--- src/rtl/ldx_pkg.sv ---
package ldx_pkg;

    localparam int unsigned BYTE_W  = 8;
    localparam int unsigned HALF_W  = 16;
    localparam int unsigned WORD_W  = 32;
    localparam int unsigned PAIR_W  = 64;
    localparam int unsigned OP_W    = 4;
    localparam int unsigned NBYTES  = PAIR_W / BYTE_W;

    typedef enum logic [OP_W-1:0] {
        OP_U8      = 4'd0,
        OP_S8      = 4'd1,
        OP_U16     = 4'd2,
        OP_S16     = 4'd3,
        OP_W32     = 4'd4,
        OP_D64     = 4'd5,
        OP_UNPK2Z  = 4'd6,
        OP_UNPK2S  = 4'd7,
        OP_UNPK4Z  = 4'd8,
        OP_UNPK4S  = 4'd9,
        OP_MERGE_H = 4'd10,
        OP_MERGE_B = 4'd11
    } ldx_op_e;

    typedef enum logic [1:0] {
        GRP_SCALAR = 2'd0,
        GRP_UNPACK = 2'd1,
        GRP_MERGE  = 2'd2,
        GRP_NONE   = 2'd3
    } ldx_grp_e;

    // size: log2 of the access width in bytes
    typedef struct packed {
        ldx_grp_e    grp;
        logic [1:0]  size;
        logic        sext;
        logic        wide;
        logic        pair;
    } ldx_ctrl_t;

    typedef struct packed {
        logic [PAIR_W-1:0] data;
        logic              pair;
    } ldx_res_t;

    function automatic ldx_ctrl_t ldx_decode(input logic [OP_W-1:0] op);
        ldx_ctrl_t c;
        c = '{grp: GRP_NONE, size: 2'd0, sext: 1'b0, wide: 1'b0, pair: 1'b0};
        case (op)
            OP_U8:      begin c.grp = GRP_SCALAR; c.size = 2'd0; end
            OP_S8:      begin c.grp = GRP_SCALAR; c.size = 2'd0; c.sext = 1'b1; end
            OP_U16:     begin c.grp = GRP_SCALAR; c.size = 2'd1; end
            OP_S16:     begin c.grp = GRP_SCALAR; c.size = 2'd1; c.sext = 1'b1; end
            OP_W32:     begin c.grp = GRP_SCALAR; c.size = 2'd2; end
            OP_D64:     begin c.grp = GRP_SCALAR; c.size = 2'd3; c.pair = 1'b1; end
            OP_UNPK2Z:  begin c.grp = GRP_UNPACK; c.size = 2'd1; end
            OP_UNPK2S:  begin c.grp = GRP_UNPACK; c.size = 2'd1; c.sext = 1'b1; end
            OP_UNPK4Z:  begin c.grp = GRP_UNPACK; c.size = 2'd2; c.wide = 1'b1; c.pair = 1'b1; end
            OP_UNPK4S:  begin c.grp = GRP_UNPACK; c.size = 2'd2; c.wide = 1'b1; c.sext = 1'b1; c.pair = 1'b1; end
            OP_MERGE_H: begin c.grp = GRP_MERGE;  c.size = 2'd1; c.pair = 1'b1; end
            OP_MERGE_B: begin c.grp = GRP_MERGE;  c.size = 2'd0; c.pair = 1'b1; end
            default:    c.grp = GRP_NONE;
        endcase
        return c;
    endfunction

endpackage

--- src/rtl/ldx_extend.sv ---
// Scalar extension of byte / half / word, pass-through of double.
module ldx_extend
    import ldx_pkg::*;
#(
    parameter int unsigned DW = PAIR_W,
    parameter int unsigned RW = WORD_W
) (
    input  logic [DW-1:0] raw,
    input  logic [1:0]    size,
    input  logic          sext,
    output logic [DW-1:0] y
);
    localparam int unsigned UPPER_W = DW - RW;

    logic [RW-1:0] narrow;
    logic          fill_b;
    logic          fill_h;

    assign fill_b = sext & raw[BYTE_W-1];
    assign fill_h = sext & raw[HALF_W-1];

    always_comb begin
        narrow = '0;
        case (size)
            2'd0:    narrow = {{(RW-BYTE_W){fill_b}}, raw[BYTE_W-1:0]};
            2'd1:    narrow = {{(RW-HALF_W){fill_h}}, raw[HALF_W-1:0]};
            default: narrow = raw[RW-1:0];
        endcase
        if (size == 2'd3) begin
            y = raw;
        end else begin
            y = {{UPPER_W{1'b0}}, narrow};
        end
    end
endmodule

--- src/rtl/ldx_unpack.sv ---
// Byte-to-lane unpack: each enabled byte widens into one lane.
module ldx_unpack
    import ldx_pkg::*;
#(
    parameter int unsigned IN_LANE_W  = BYTE_W,
    parameter int unsigned OUT_LANE_W = HALF_W,
    parameter int unsigned MAX_LANES  = 4,
    parameter int unsigned DW         = PAIR_W
) (
    input  logic [DW-1:0] raw,
    input  logic          wide,
    input  logic          sext,
    output logic [DW-1:0] y
);
    localparam int unsigned NARROW_LANES = MAX_LANES / 2;
    localparam int unsigned FILL_W       = OUT_LANE_W - IN_LANE_W;
    localparam int unsigned USED_W       = MAX_LANES * OUT_LANE_W;

    logic [USED_W-1:0] lanes;

    for (genvar i = 0; i < MAX_LANES; i++) begin : g_lane
        logic [IN_LANE_W-1:0] b;
        logic                 en;
        assign b  = raw[i*IN_LANE_W +: IN_LANE_W];
        assign en = wide | (i < NARROW_LANES);
        assign lanes[i*OUT_LANE_W +: OUT_LANE_W] =
            en ? {{FILL_W{sext & b[IN_LANE_W-1]}}, b} : '0;
    end

    if (USED_W < DW) begin : g_pad
        assign y = {{(DW-USED_W){1'b0}}, lanes};
    end else begin : g_nopad
        assign y = lanes[DW-1:0];
    end
endmodule

--- src/rtl/ldx_merge.sv ---
// Shift-in merge: new bytes enter at the top of the old value.
module ldx_merge
    import ldx_pkg::*;
#(
    parameter int unsigned DW = PAIR_W
) (
    input  logic [DW-1:0] old_val,
    input  logic [DW-1:0] raw,
    input  logic          byte_mode,
    output logic [DW-1:0] y
);
    logic [DW-1:0] by_byte;
    logic [DW-1:0] by_half;

    assign by_byte = {raw[BYTE_W-1:0], old_val[DW-1:BYTE_W]};
    assign by_half = {raw[HALF_W-1:0], old_val[DW-1:HALF_W]};
    assign y       = byte_mode ? by_byte : by_half;
endmodule

--- src/rtl/ldx_unit.sv ---
module ldx_unit
    import ldx_pkg::*;
(
    input  logic              clk,
    input  logic              rst,
    input  logic              in_valid,
    input  logic [OP_W-1:0]   in_op,
    input  logic [PAIR_W-1:0] in_raw,
    input  logic [PAIR_W-1:0] in_old,
    output logic              out_valid,
    output logic [PAIR_W-1:0] out_data,
    output logic              out_pair
);
    ldx_ctrl_t         ctrl;
    logic [PAIR_W-1:0] ext_y;
    logic [PAIR_W-1:0] unp_y;
    logic [PAIR_W-1:0] mrg_y;
    ldx_res_t          res_d;
    ldx_res_t          res_q;
    logic              vld_q;

    assign ctrl = ldx_decode(in_op);

    ldx_extend #(.DW(PAIR_W), .RW(WORD_W)) u_ext (
        .raw  (in_raw),
        .size (ctrl.size),
        .sext (ctrl.sext),
        .y    (ext_y)
    );

    ldx_unpack #(
        .IN_LANE_W (BYTE_W),
        .OUT_LANE_W(HALF_W),
        .MAX_LANES (PAIR_W / HALF_W),
        .DW        (PAIR_W)
    ) u_unp (
        .raw  (in_raw),
        .wide (ctrl.wide),
        .sext (ctrl.sext),
        .y    (unp_y)
    );

    ldx_merge #(.DW(PAIR_W)) u_mrg (
        .old_val  (in_old),
        .raw      (in_raw),
        .byte_mode(ctrl.size == 2'd0),
        .y        (mrg_y)
    );

    always_comb begin
        res_d.pair = ctrl.pair;
        case (ctrl.grp)
            GRP_SCALAR: res_d.data = ext_y;
            GRP_UNPACK: res_d.data = unp_y;
            GRP_MERGE:  res_d.data = mrg_y;
            default:    res_d.data = '0;
        endcase
    end

    always_ff @(posedge clk) begin
        if (rst) begin
            vld_q <= 1'b0;
            res_q <= '0;
        end else begin
            vld_q <= in_valid;
            if (in_valid) begin
                res_q <= res_d;
            end
        end
    end

    assign out_valid = vld_q;
    assign out_data  = res_q.data;
    assign out_pair  = res_q.pair;
endmodule

--- config.mk ---
export PLATFORM = sky130hd
export DESIGN_NAME = ldx_unit
export DESIGN_NICKNAME = d
export VERILOG_FILES = /design/src/rtl/ldx_pkg.sv /design/src/rtl/ldx_extend.sv /design/src/rtl/ldx_unpack.sv /design/src/rtl/ldx_merge.sv /design/src/rtl/ldx_unit.sv
export SDC_FILE = /design/constraint.sdc
export NUM_CORES = 1
export LEC_CHECK = 0
export BUFFER_PORTS_ARGS = -buffer_cell sky130_fd_sc_hd__buf_4
export CAP_MARGIN = 0
export CORE_MARGIN = 5
export CORE_UTILIZATION = 32
export CTS_CLUSTER_DIAMETER = 80
export DETAILED_ROUTE_END_ITERATION = 7
export PLACE_DENSITY = 0.59
export SLEW_MARGIN = 20
export SYNTH_ARGS = -nofsm -noshare
export SYNTH_HDL_FRONTEND = slang
export SYNTH_HIERARCHICAL = 1
export SYNTH_SLANG_ARGS = --single-unit
--- constraint.sdc ---
create_clock -name clk -period 3.5 [get_ports clk]
set_clock_uncertainty 0.2 [all_clocks]
set_input_delay 0.7 -clock clk [delete_from_list [all_inputs] [get_ports clk]]
set_output_delay 0.7 -clock clk [all_outputs]
set_load 0.02 [all_outputs]
==> metrics, run 1 <==
CP max FO=29; PostCTS Resize Cnt=0; Skew-Pair Late Insertion Delay=0.35 ns; Num CTS Buffers=9; ys async rst share=0%; via count=6663; highest-delay cell along the critical path=o31ai_4; routed wl met3=2.156 mm; DR pass1 iterations=6; Via-to-Cell Ratio=5.814; CTS Sinks=66; Worst EP arrival=2.79 ns; Final setup viols=0; ys flop type=dfxtp_1; fin. max-slew vios=0; final critical-path required period=2.772 ns; wire length on met1=11.34 mm; hold buffer count at CTS=0; Setup TNS Final=0 ns; number of global-route vias before repair=6282; pwr/cell area=301.4 mW/mm^2; RSZ-0062 raised after global routing=no; CTS H-tree depth=3; worst r2r src=out_data[63]; Relative slew margins=37.95%; Area growth syn-to-layout=19.66%; Chip Width=155.2 microns; most common cell after layout, fill and taps aside=buf_4; Final period util=79.19%; dpl hpwl=18.22 mm; I/O Buffers=192; Clock Tree Buf Depth=2; final net count=1001; sequential share of the synthesized area=19.58%; Chip Height=155.2 microns; Peak VDD IR=0.0001647 V; max cap viols=0; HP Start=out_pair; Clock Pin Slew Worst Setup and Hold Paths=0.06 ns; Final Hold Fails=0; nature of the critical path endpoint=flip-flop; proportion of layout cells with a drive suffix above 1=37.47%; Lkg Pwr=3.863 nW; syn_nets=918; commonest non-fill, non-tap cells in the layout=buf_4 (213), and3b_1 (128), o21ai_0 (114); die area=0.02409 sq mm; Yosys cell types=37; WL per Instance=22.37 microns; Initial Utilization=32.30%; number of antenna-violating nets in the routed design=0; wire length on met2=11.52 mm; GPL Wtd Cong=0.8462; GRT Overall Usage=20.21%; mapped cell area=0.006746 sq mm; syn_area_per_cell=8.616 sq um; Crit path buffers/inverters=2; core area=0.02089 sq mm; pin count of the biggest net entering global routing=72; Data required, critical path=3.52 ns; Hold WC Path Type=reg2reg; post-CTS setup buffers=0; # DRC=0; post-synth top area cell=dfxtp_1; initial antenna violation count=1; top cell type's share of synthesized area=19.58%; CP top delay family=compound AO/OA/AOI/OAI gates; gr ovfl total=0; clk root buf=clkbuf_16; Worst Tran Pin Value=0.9308 ns; synthesis-stage register bit count=66; Crit Path Category=in2reg; top post-synthesis cells by area=dfxtp_1 (20%), and3b_1 (17%), mux2_4 (13%); Synth Warn #=6; worst reg-to-reg setup slack=2.38 ns; Fin Hold WS=0.3026 ns; Synth Instances=783; Cell Rows=53; CP Launch Type=input port; EDFF count, synth=0; Crit. Startpoint=in_op[3]; io pins=201; Total Routed Length=25.64 mm; worst path cell trace=buf_4 -> o31ai_4 -> buf_12 -> mux2_4 -> and3b_1 -> o21ai_0 -> a21oi_1; Design Power=2.433 mW; 1st-iter DRT viols=767; first-pass GRT wire length=37.65 mm; CP max stage delay=0.80 ns; TritonCTS clock tree=yes; outcome=completed; fmax=0.3608 GHz; Max Used Layer=met5
area by class of cell:
| cell class | count | area (sq um) |
|---|---|---|
| multi-input cells | 571 | 4467 |
| inverters | 2 | 7.507 |
| well taps | 275 | 344.1 |
| fillers | 2175 | 12820 |
| repair buffers | 216 | 1659 |
| flip-flops and latches | 66 | 1321 |
| clock inverters | 3 | 15.01 |
| diodes | 1 | 2.502 |
| clock buffers | 12 | 256.5 |
worst reg2reg max path, cell delays in order (launching register included):
cell and delay (ns):
dfxtp_1 0.34, a222oi_1 0.35, a21oi_1 0.11
registers in the layout (all words and copies together), names as in the netlist:
register	count
out_valid	1
out_pair	1
out_data	64
synth_stat cells, types with 2 or more instances:
cell / count
buf_12: 6
clkbuf_2: 3
o21ai_1: 29
and2_1: 6
clkbuf_1: 45
a222oi_1: 63
mux2_4: 60
buf_4: 55
and3_1: 32
o21ai_0: 115
nand2b_1: 3
and3_2: 2
mux2_2: 4
and3b_1: 128
a21oi_1: 64
nand2_1: 27
nor2_1: 3
dfxtp_1: 66
o21ai_2: 10
and2_2: 12
buf_2: 20
buf_6: 15
logic make-up after synthesis:
group | count (synthesis) | share of synthesized area (%)
compound gates | 289 | 27.30
simple gates | 217 | 24.17
buf+inv | 146 | 14.73
flops | 66 | 19.58
mux | 65 | 14.22
stage by stage:
step	setup WS (ns)	cells	util, %	cell area (sq um)
6_report	0.7282	1146	38.65	8073
5_1_grt	0.5291	1145	38.63	8070
4_1_cts	0.7371	1145	38.63	8070
3_5_place_dp	0.3687	1130	37.33	7799
3_3_place_gp	0.3404	1130	37.33	7799
2_1_floorplan	0.6103	783	-	6746
worst paths after layout:
check / cells past startpoint / endpoint
max: 7 / out_data[22]
min reg2reg: 2 / out_pair
max reg2reg: 2 / out_data[63]
min: 2 / out_pair
report_power, final:
group          switching, mW  total [mW]  leakage [nW]  internal [mW]
combinational          0.400       0.776          3.19          0.376
sequential            0.0192       0.796         0.535          0.777
clock                  0.351       0.861         0.138          0.511
total                  0.771        2.43          3.86           1.66
routing by layer:
metal | up-vias | global-route usage, %
met5 | - | 0
met4 | 2 | 7.170
met3 | 29 | 4.284
met2 | 292 | 31.00
met1 | 3224 | 28.07
li1 | 3116 | -
Power figures use the tool's default switching activity.
==> inputs of run 2 (changes only) <==
--- a/config.mk
+++ b/config.mk
@@ -5,13 +5,14 @@
 export SDC_FILE = /design/constraint.sdc
 export NUM_CORES = 1
 export LEC_CHECK = 0
+export ABC_AREA = 1
 export BUFFER_PORTS_ARGS = -buffer_cell sky130_fd_sc_hd__buf_4
 export CAP_MARGIN = 0
 export CORE_MARGIN = 5
 export CORE_UTILIZATION = 32
 export CTS_CLUSTER_DIAMETER = 80
 export DETAILED_ROUTE_END_ITERATION = 7
-export PLACE_DENSITY = 0.59
+export PLACE_DENSITY = 0.61
 export SLEW_MARGIN = 20
 export SYNTH_ARGS = -nofsm -noshare
 export SYNTH_HDL_FRONTEND = slang
==> constraint.sdc (replaced) <==
create_clock -name clk -period 2.25 [get_ports clk]
set_clock_uncertainty 0.2 [all_clocks]
set_input_delay 0.45 -clock clk [delete_from_list [all_inputs] [get_ports clk]]
set_output_delay 0.45 -clock clk [all_outputs]
set_load 0.02 [all_outputs]
==> metrics, run 2 <==
gr ovfl total=0; top post-synthesis cells by area=nand2_1 (26%), dfxtp_1 (19%), nand3_2 (8.8%); commonest non-fill, non-tap cells in the layout=nand2_1 (489), buf_4 (234), inv_1 (87); non-filler instance count after layout=1560; via count=7464; GPL Wtd Cong=0.9528; io pins=201; Chip Height=158.1 microns; sequential share of the synthesized area=18.83%; CP Launch Type=input port; Worst EP arrival=2.12 ns; hold buffer count at CTS=0; syn_nets=1301; Via-to-Cell Ratio=4.785; Initial Utilization=32.35%; Lkg Pwr=4.592 nW; Final period util=90.69%; Design Power=3.898 mW; Synth Instances=1166; Total Routed Length=24.78 mm; worst slack, placed=-0.1842 ns; initial antenna violation count=0; CP max FO=16; # DRC=0; I/O Buffers=192; WL per Instance=15.89 microns; RSZ-0062 raised after global routing=no; Post-Place Cells=1545; CP endpoint=out_data[19]; Commonest cells post-synth=nand2_1 (489), inv_1 (88), nand3_1 (82); ys async rst share=0%; worst path cell trace=buf_4 -> inv_2 -> a21oi_1 -> nor2_2 -> buf_4 -> inv_1 -> nor2_4 -> nand2_4 -> nand3_1 -> nand3_1 -> nand2_1 -> inv_2 -> nand2_1 -> nand2_1 -> a21oi_2; Cell Rows=54; pwr/cell area=456.5 mW/mm^2; hold depth=2; antenna cells=0; mapped cell area=0.007017 sq mm; Final setup viols=0; Chip Width=158.1 microns; CTS H-tree depth=3; fin. max-slew vios=0; most frequent cell after synthesis=nand2_1; cell mode on critical path=nand2_1; nature of the critical path endpoint=flip-flop; Num CTS Buffers=9; Skew-Pair Late Insertion Delay=0.34 ns; Crit. Startpoint=in_op[2]; Crit Path Category=in2reg; Util after Layout=39.37%; max reg flops=64; R2R depth=2; Clock Pin Slew Worst Setup and Hold Paths=0.05 ns; EDFF count, synth=0; 1st-iter DRT viols=508; core area=0.02169 sq mm; top cell type's share of synthesized area=26.16%; dpl hpwl=19.10 mm; number of global-route vias before repair=7045; CP max stage delay=0.22 ns; final net count=1411; Setup TNS Final=0 ns; Clock Tree Buf Depth=2; DR pass1 iterations=5; clk root buf=clkbuf_16; Yosys cell types=23; most common cell after layout, fill and taps aside=nand2_1; final critical-path required period=2.041 ns; syn_area_per_cell=6.018 sq um; highest-delay cell along the critical path=buf_4; Hold WC Path Type=reg2reg; worst reg-to-reg setup slack=1.43 ns; Data required, critical path=2.33 ns; Final Hold Fails=0; outcome=completed; number of antenna-violating nets in the routed design=0; TritonCTS clock tree=yes; synthesis-stage register bit count=66; proportion of layout cells with a drive suffix above 1=33.20%; worst r2r src=out_data[16]; Area growth syn-to-layout=21.70%; ys flop type=dfxtp_1; die area=0.02499 sq mm; fmax=0.4901 GHz; post-synth top area cell=nand2_1; GRT Overall Usage=19.25%; pin count of the biggest net entering global routing=68; Relative slew margins=50.64%; CTS Sinks=66; final worst slack=0.2095 ns; Worst Tran Pin Value=0.7404 ns; FF-to-FF End=out_data[16]; Synth Warn #=6; first-pass GRT wire length=38.14 mm; max cap viols=0; Peak VDD IR=0.0003463 V
## run 2: changes by cell type after synthesis, sizes merged, moves of 34 or more
| cell | change |
|---|---|
| inv | +122 |
| nand3 | +143 |
| nor2 | +40 |
| and3b | -128 |
| o21ai | -145 |
| a222oi | -63 |
| mux2 | -64 |
| nand2 | +472 |
| nand4 | +64 |
| and3 | -34 |
## run 2: worst max-delay path: cells and delay by family
kind / cells / cell delay (ns)
buffers and inverters: 5 / 0.55
AOI/OAI and AO/OA: 2 / 0.21
and+or+nand+nor: 8 / 0.89
## run 2: worst min path at each step
stage,startpoint,slack (ns),end
after CTS,rst,0.26,out_pair
after global routing,rst,0.27,out_pair
after floorplan,out_data[36],0.34,out_data[36]
after detailed placement,out_data[40],0.26,out_data[40]
after global placement,out_data[28],0.25,out_data[28]
final,out_data[40],0.27,out_data[40]
## run 2: cell families (layout without fill, tap and decap cells)
group	after synthesis	count (layout)	synth area share (%)
buf+inv	271	385	22.56
flops	66	66	18.83
simple gates	750	750	50.18
compound gates	79	79	8.434
## run 2: layout make-up
cell class	count	area [sq um]
fill	2386	13150
multi-input combinational	829	4134
timing repair buffer	246	1997
sequential	66	1321
inverter	124	465.4
tap	280	350.3
clock buffer	12	256.5
clock inverter	3	15.01
## run 2: report_power, final
group / leakage, nW / total [mW] / switching [mW] / internal (mW)
Clock: 0.138 / 1.33 / 0.532 / 0.794
Combinational: 3.92 / 1.33 / 0.803 / 0.528
Sequential: 0.537 / 1.24 / 0.0243 / 1.22
Total: 4.59 / 3.90 / 1.36 / 2.54
## run 2: metal layers
| metal | GRT usage (%) | routed length (microns) |
|---|---|---|
| met5 | 0 | 0 |
| met3 | 3.855 | 1710 |
| met1 | 26.59 | 11290 |
| met4 | 6.296 | 592 |
| met2 | 30.07 | 11190 |
## run 2: stage by stage
| step | hold slack (ns) | cell area [sq um] |
|---|---|---|
| 2_1_floorplan | 0.3412 | 7028 |
| 3_3_place_gp | 0.2537 | 8265 |
| 3_5_place_dp | 0.2576 | 8265 |
| 4_1_cts | 0.2576 | 8537 |
| 5_1_grt | 0.2728 | 8539 |
| 6_report | 0.2675 | 8539 |
## run 2: timing repair
item                                    4_1_cts  5_1_grt
setup buffers                                 0        0
resized for setup                             0        1
endpoints found under the setup margin        0        2
